<file path="src/rtl/fwp_pkg.sv">
package fwp_pkg;
   typedef enum logic [2:0] {
      RX_IDLE,
      RX_START,
      RX_DATA,
      RX_STOP,
      RX_WAITHI
   } rx_state_e;
endpackage

</file>
<file path="src/rtl/fwp_sync.sv">
module fwp_sync #(
   parameter int   STAGES  = 2,
   parameter logic RST_VAL = 1'b0
) (
   input  logic clk,
   input  logic rst_n,
   input  logic d,
   output logic q
);
   if (STAGES == 0) begin : g_pass
      assign q = d;
   end else if (STAGES == 1) begin : g_one
      logic r;
      always_ff @(posedge clk or negedge rst_n) begin
         if (!rst_n) r <= RST_VAL;
         else        r <= d;
      end
      assign q = r;
   end else begin : g_chain
      logic [STAGES-1:0] r;
      always_ff @(posedge clk or negedge rst_n) begin
         if (!rst_n) r <= {STAGES{RST_VAL}};
         else        r <= {r[STAGES-2:0], d};
      end
      assign q = r[STAGES-1];
   end
endmodule

</file>
<file path="src/rtl/fwp_rx_frame.sv">
module fwp_rx_frame
   import fwp_pkg::*;
#(
   parameter int OSR    = 16,
   parameter int DATA_W = 8
) (
   input  logic              clk,
   input  logic              rst_n,
   input  logic              tick,
   input  logic              line,
   output logic              bit_stb,
   output logic              word_vld,
   output logic              frm_err,
   output logic [DATA_W-1:0] word
);
   localparam int             CW   = $clog2(OSR);
   localparam int             IW   = $clog2(DATA_W);
   localparam logic [CW-1:0]  MID  = CW'(OSR/2 - 1);
   localparam logic [CW-1:0]  LAST = CW'(OSR - 1);
   localparam logic [IW-1:0]  TOP  = IW'(DATA_W - 1);

   rx_state_e         state;
   logic [CW-1:0]     cnt;
   logic [IW-1:0]     idx;
   logic [DATA_W-1:0] shreg;

   always_ff @(posedge clk or negedge rst_n) begin
      if (!rst_n) begin
         state    <= RX_IDLE;
         cnt      <= '0;
         idx      <= '0;
         shreg    <= '0;
         bit_stb  <= 1'b0;
         word_vld <= 1'b0;
         frm_err  <= 1'b0;
      end else begin
         bit_stb  <= 1'b0;
         word_vld <= 1'b0;
         frm_err  <= 1'b0;
         if (tick) begin
            unique case (state)
               RX_IDLE: begin
                  if (!line) begin
                     state <= RX_START;
                     cnt   <= '0;
                  end
               end
               RX_START: begin
                  if (cnt == MID) begin
                     cnt <= '0;
                     idx <= '0;
                     state <= line ? RX_IDLE : RX_DATA;
                  end else begin
                     cnt <= cnt + 1'b1;
                  end
               end
               RX_DATA: begin
                  if (cnt == LAST) begin
                     cnt     <= '0;
                     shreg   <= {line, shreg[DATA_W-1:1]};
                     bit_stb <= 1'b1;
                     if (idx == TOP) state <= RX_STOP;
                     else            idx   <= idx + 1'b1;
                  end else begin
                     cnt <= cnt + 1'b1;
                  end
               end
               RX_STOP: begin
                  if (cnt == LAST) begin
                     cnt <= '0;
                     if (line) begin
                        word_vld <= 1'b1;
                        state    <= RX_IDLE;
                     end else begin
                        frm_err  <= 1'b1;
                        state    <= RX_WAITHI;
                     end
                  end else begin
                     cnt <= cnt + 1'b1;
                  end
               end
               RX_WAITHI: begin
                  if (line) state <= RX_IDLE;
               end
               default: state <= RX_IDLE;
            endcase
         end
      end
   end

   assign word = shreg;

   AST_START_CONFIRM: assert property (@(posedge clk) disable iff (!rst_n)
      (state == RX_START && tick && cnt == MID && line) |=> (state == RX_IDLE));

   AST_FRAME_ERROR: assert property (@(posedge clk) disable iff (!rst_n)
      (state == RX_STOP && tick && cnt == LAST && !line) |=> (frm_err && !word_vld && state == RX_WAITHI));

   AST_WAIT_HIGH: assert property (@(posedge clk) disable iff (!rst_n)
      (state == RX_WAITHI && !line) |=> (state == RX_WAITHI));
endmodule

</file>
<file path="src/rtl/fwp_dclk_gen.sv">
module fwp_dclk_gen #(
   parameter int OSR        = 16,
   parameter int DATA_W     = 8,
   parameter int HIGH_TICKS = 8
) (
   input  logic clk,
   input  logic rst_n,
   input  logic tick,
   input  logic bit_stb,
   input  logic word_end,
   output logic dclk
);
   localparam int HW = $clog2(OSR);
   localparam int PW = $clog2(DATA_W + 1) + 1;
   localparam logic [HW-1:0] HLAST = HW'(HIGH_TICKS - 1);

   logic [HW-1:0] hcnt;
   logic [PW-1:0] pcnt;

   always_ff @(posedge clk or negedge rst_n) begin
      if (!rst_n) begin
         dclk <= 1'b0;
         hcnt <= '0;
      end else if (bit_stb) begin
         dclk <= 1'b1;
         hcnt <= '0;
      end else if (dclk && tick) begin
         if (hcnt == HLAST) dclk <= 1'b0;
         else               hcnt <= hcnt + 1'b1;
      end
   end

   always_ff @(posedge clk or negedge rst_n) begin
      if (!rst_n)        pcnt <= '0;
      else if (word_end) pcnt <= '0;
      else if (bit_stb)  pcnt <= pcnt + 1'b1;
   end

   AST_PULSES_MAX: assert property (@(posedge clk) disable iff (!rst_n)
      pcnt <= PW'(DATA_W));

   AST_LOW_BEFORE_RISE: assert property (@(posedge clk) disable iff (!rst_n)
      bit_stb |-> !dclk);
endmodule

</file>
<file path="src/rtl/fwp_host_port.sv">
module fwp_host_port #(
   parameter int DATA_W = 8
) (
   input  logic              clk,
   input  logic              rst_n,
   input  logic              load,
   input  logic [DATA_W-1:0] word,
   input  logic              adv,
   output logic              bit_o,
   output logic              ready
);
   logic [DATA_W-1:0] hold;

   always_ff @(posedge clk or negedge rst_n) begin
      if (!rst_n) begin
         hold  <= '0;
         ready <= 1'b0;
      end else if (load) begin
         hold  <= word;
         ready <= 1'b1;
      end else if (adv) begin
         hold  <= {1'b0, hold[DATA_W-1:1]};
         ready <= 1'b0;
      end
   end

   assign bit_o = hold[0];

   AST_READ_CLEARS: assert property (@(posedge clk) disable iff (!rst_n)
      (adv && !load) |=> !ready);

   AST_LOAD_READY: assert property (@(posedge clk) disable iff (!rst_n)
      load |=> (ready && bit_o == $past(word[0])));
endmodule

</file>
<file path="src/rtl/fsk_word_port.sv">
module fsk_word_port #(
   parameter int OSR         = 16,
   parameter int DATA_W      = 8,
   parameter int SYNC_STAGES = 2,
   parameter int HIGH_TICKS  = OSR / 2
) (
   input  logic clk,
   input  logic rst_n,
   input  logic tick16_i,
   input  logic mode_i,
   input  logic line_i,
   input  logic hclk_i,
   output logic data_o,
   output logic dclk_o,
   output logic dr_o
);
   if (OSR < 4 || (OSR % 2) != 0) begin : g_bad_osr
      $error("OSR must be even and at least 4");
   end
   if (DATA_W < 2) begin : g_bad_width
      $error("DATA_W must be at least 2");
   end
   if (HIGH_TICKS < 1 || HIGH_TICKS >= OSR) begin : g_bad_high
      $error("HIGH_TICKS must lie in 1..OSR-1");
   end

   logic              line_s;
   logic              hclk_s;
   logic              hclk_d;
   logic              bit_stb;
   logic              word_vld;
   logic              frm_err;
   logic [DATA_W-1:0] word;
   logic              dclk_int;
   logic              host_bit;
   logic              host_rdy;
   logic              host_adv;
   logic              host_load;

   fwp_sync #(.STAGES(SYNC_STAGES), .RST_VAL(1'b1)) u_line_sync (
      .clk(clk), .rst_n(rst_n), .d(line_i), .q(line_s));

   fwp_sync #(.STAGES(SYNC_STAGES), .RST_VAL(1'b0)) u_hclk_sync (
      .clk(clk), .rst_n(rst_n), .d(hclk_i), .q(hclk_s));

   always_ff @(posedge clk or negedge rst_n) begin
      if (!rst_n) hclk_d <= 1'b0;
      else        hclk_d <= hclk_s;
   end

   assign host_adv  = mode_i & hclk_s & ~hclk_d;
   assign host_load = mode_i & word_vld;

   fwp_rx_frame #(.OSR(OSR), .DATA_W(DATA_W)) u_rx (
      .clk(clk), .rst_n(rst_n), .tick(tick16_i), .line(line_s),
      .bit_stb(bit_stb), .word_vld(word_vld), .frm_err(frm_err), .word(word));

   fwp_dclk_gen #(.OSR(OSR), .DATA_W(DATA_W), .HIGH_TICKS(HIGH_TICKS)) u_dclk (
      .clk(clk), .rst_n(rst_n), .tick(tick16_i), .bit_stb(bit_stb),
      .word_end(word_vld | frm_err), .dclk(dclk_int));

   fwp_host_port #(.DATA_W(DATA_W)) u_host (
      .clk(clk), .rst_n(rst_n), .load(host_load), .word(word),
      .adv(host_adv), .bit_o(host_bit), .ready(host_rdy));

   assign data_o = mode_i ? host_bit : line_i;
   assign dclk_o = mode_i ? 1'b0     : dclk_int;
   assign dr_o   = mode_i ? host_rdy : word_vld;

   AST_DR_PULSE: assert property (@(posedge clk) disable iff (!rst_n)
      (!mode_i && dr_o) |=> (mode_i || !dr_o));
endmodule

</file>
<file path="config.mk">
export PLATFORM = sky130hd
export DESIGN_NAME = fsk_word_port
export DESIGN_NICKNAME = d
export VERILOG_FILES = /design/src/rtl/fwp_pkg.sv /design/src/rtl/fwp_sync.sv /design/src/rtl/fwp_rx_frame.sv /design/src/rtl/fwp_dclk_gen.sv /design/src/rtl/fwp_host_port.sv /design/src/rtl/fsk_word_port.sv
export SDC_FILE = /design/constraint.sdc
export NUM_CORES = 1
export LEC_CHECK = 0
export BUFFER_PORTS_ARGS = -buffer_cell sky130_fd_sc_hd__buf_4
export CORE_ASPECT_RATIO = 1.5
export CORE_MARGIN = 1.5
export CORE_UTILIZATION = 51
export CTS_BUF_LIST = sky130_fd_sc_hd__clkbuf_16
export DETAILED_ROUTE_END_ITERATION = 10
export PLACE_DENSITY = 0.67
export SLEW_MARGIN = 30
export SYNTH_ARGS = -nofsm -noshare
export SYNTH_HDL_FRONTEND = slang
export SYNTH_HIERARCHICAL = 1
export SYNTH_SLANG_ARGS = --single-unit
</file>
<file path="constraint.sdc">
create_clock -name clk -period 2.2 [get_ports clk]
set_clock_uncertainty 0.05 [all_clocks]
set_input_delay 0.33 -clock clk [delete_from_list [all_inputs] [get_ports clk]]
set_output_delay 0.33 -clock clk [all_outputs]
set_load 0.01 [all_outputs]
</file>
==> summary.txt <==
Run status
  – Status: finished clean

Power
  – PnR Total Power: 1.781 mW
  – Cell leakage power: between 0.9 and 1 nW
  – Maximum vdd drop: slightly above 800 uV
  – PD cells: 866.5 nW/um^2

Route
  – DR pass1 iterations: 4
  – Mean routed wirelength per cell: 15.77 um
  – Vias/cell: 5.699
  – ANT nets after route: 0
  – Initial DRC Count: 17
  – DRC Markers: 0
  – Final wirelength: between 3000 and 4000 um
  – Via Count: roughly 1,200

Final layout
  – Reg area: 978.4 sq um
  – Area of the multi-input gates: just over 800 sq um
  – Final Instance Area: 2056 sq um
  – FILL cells: ~300
  – Nets@finish: 173
  – Share of post-route cells with drive strength above 1: between 20% and 30%
  – Synth-to-Final Area Change: 12.15%
  – Antenna diodes: 0

Setup path
  – CP max-delay cell: dfrtp_1
  – Crit path buffers/inverters: 0
  – Worst path required time: about 2.3 ns
  – Crit path largest cell delay: 0.63 ns
  – Crit Path Class: reg2reg
  – Worst setup SP type: flop
  – CP Cell Sequence: nand2_2 -> nor4_4 -> mux2_2
  – Arr. time, crit path: 1.96 ns
  – Crit path max-delay family: simple AND/OR/NAND/NOR gates
  – CP Max Fanout: 16
  – Crit. End Element: flop

Die
  – Die span in x: 51.95 um
  – Area of the core: 3416 sq um
  – Core Rows: 26
  – Starting Density: between 50% and 60%
  – Total I/O pin count: 9
  – Die Area: 3970 sq um
  – Die height: 76.43 um

Timing
  – Fin crit share: 84.04%
  – Fmax achieved: 540.9 MHz
  – Post-route setup slack: 0.3511 ns
  – Hold Vio Cnt, Final: 0
  – Tmin final: between 1.5 and 2 ns
  – Hold_ws: 0.1085 ns
  – Relative slew slack: 62.62%
  – Tightest Pin Transition: 0.5566 ns
  – RSZ-0062 raised after global routing: no
  – Fin Setup TNS: 0 ns
  – # setup viols final: 0
  – Max Slew Vio Count: 0

Hold path
  – Path category of the worst min-delay check: in2reg

GRT
  – Total GRT Usage: 19.20%
  – Grt ovf: 0
  – First-pass GRT wire length: 5651 um
  – Largest net degree at the start of global routing: 40
  – Initial antenna violation count: 0
  – Vias in the first global route: 1,237

Place
  – Final GP Congestion: approximately 0.77
  – PortBufs: 8
  – Dpl cell area: roughly 1900 sq um
  – Hpwl dp: ~2300 um
  – Post-Place Setup Slack: 0.3584 ns

Clock network
  – Sink Count: 39
  – H-tree Lvls: 2
  – Num CTS Buffers: 5
  – Clk_lat worst skew: ~0.28 ns
  – Worst-path clk slew: roughly 0.06 ns
  – CTS root buf: clkbuf_16
  – CTS max path bufs: 2
  – CTS tree: built

Logic synthesis
  – Syn_area_per_cell: 11.98 sq um
  – Gate count after technology mapping: 153
  – Syn nets: 163
  – Yosys warnings: 6
  – Post-synthesis cell area: 1833 sq um

Flow run
  – Max_cap viols: 0
-- what timing repair did --
| item | CTS | global route |
|---|---|---|
| hold buffers | 1 | 0 |
| hold endpoints to repair | 37 | 0 |
| resized for setup | 0 | 0 |
| setup buffers | 0 | 0 |
-- routing by layer --
metal	routed length, um	GRT usage [%]	share of wire, %	vias up
li1	-	-	-	573
met1	1349	21.99	42	582
met2	1729	31.90	53	13
met3	107	6.078	3.3	6
met4	63	8.158	1.9	0
met5	0	0	0	-
-- path summary, 6_finish.rpt --
| path | start | endpoint | slack, ns | cells after the start |
|---|---|---|---|---|
| hold / removal | hclk_i | u_hclk_sync/g_chain.r[0] | 0.11 | 1 |
| min in group asynchronous | rst_n | u_rx/word_vld | 0.51 | 2 |
| hold reg to reg | u_hclk_sync/g_chain.r[0] | u_hclk_sync/g_chain.r[1] | 0.30 | 0 |
| max in group asynchronous | rst_n | u_line_sync/g_chain.r[1] | 1.23 | 2 |
| setup / recovery | u_rx/state[1] | u_rx/word[5] | 0.35 | 3 |
| setup reg to reg | u_rx/state[1] | u_rx/word[5] | 0.35 | 3 |
-- report_power, final --
| part | switching [mW] | leakage, nW | internal (mW) |
|---|---|---|---|
| Clock | 0.258 | 0.0701 | 0.407 |
| Combinational | 0.122 | 0.382 | 0.124 |
| Sequential | 0.103 | 0.521 | 0.767 |
| Total | 0.483 | 0.973 | 1.30 |
-- area by class of cell --
type,instances,share of cell area (%)
flip-flops and latches,39,47.60
multi-input cells,106,39.44
clock buffers,5,6.086
repair buffers,9,3.408
well taps,42,2.556
clock inverters,3,0.5478
inverters,2,0.3652
-- through the flow --
stage / std cells / utilization, %
floorplan: 153 / -
global placement: 197 / 55.90
detailed placement: 197 / 55.90
CTS: 206 / 60.18
global route: 206 / 60.18
finish: 206 / 60.18
-- flip-flops by register name, summed over array words and instances (netlist names) --
name,cells
u_host/hold,8
u_rx/idx,3
u_dclk/dclk,1
u_line_sync/g_chain.r,2
u_rx/word,8
u_rx/bit_stb,1
u_dclk/hcnt,4
u_rx/state,3
u_hclk_sync/g_chain.r,2
u_rx/word_vld,1
u_host/ready,1
u_rx/cnt,4
hclk_d,1
-- worst reg2reg max path, delay by kind of cell, from the launching register on --
kind	cells	cell delay (ns)
DFF	1	0.63
muxes	1	0.40
and+or+nand+nor	2	0.65
-- layout by cell type (no fill, tap or decap), types with 2 or more instances in the layout --
master	instances
mux2i_1	10
nor3_1	2
o21ai_0	4
inv_1	3
nor2_1	6
dfrtp_1	37
mux2_2	14
ha_1	4
nand2b_1	5
clkbuf_16	5
a22o_1	2
clkinv_1	2
and3_1	2
nand3_1	2
buf_4	8
a21oi_1	2
nand2_1	11
a21o_2	2
nor2b_1	4
dfstp_2	2
o2bb2ai_1	3
nor3b_1	2
o21ai_1	7
No activity file was read; power rests on OpenSTA's default activity.
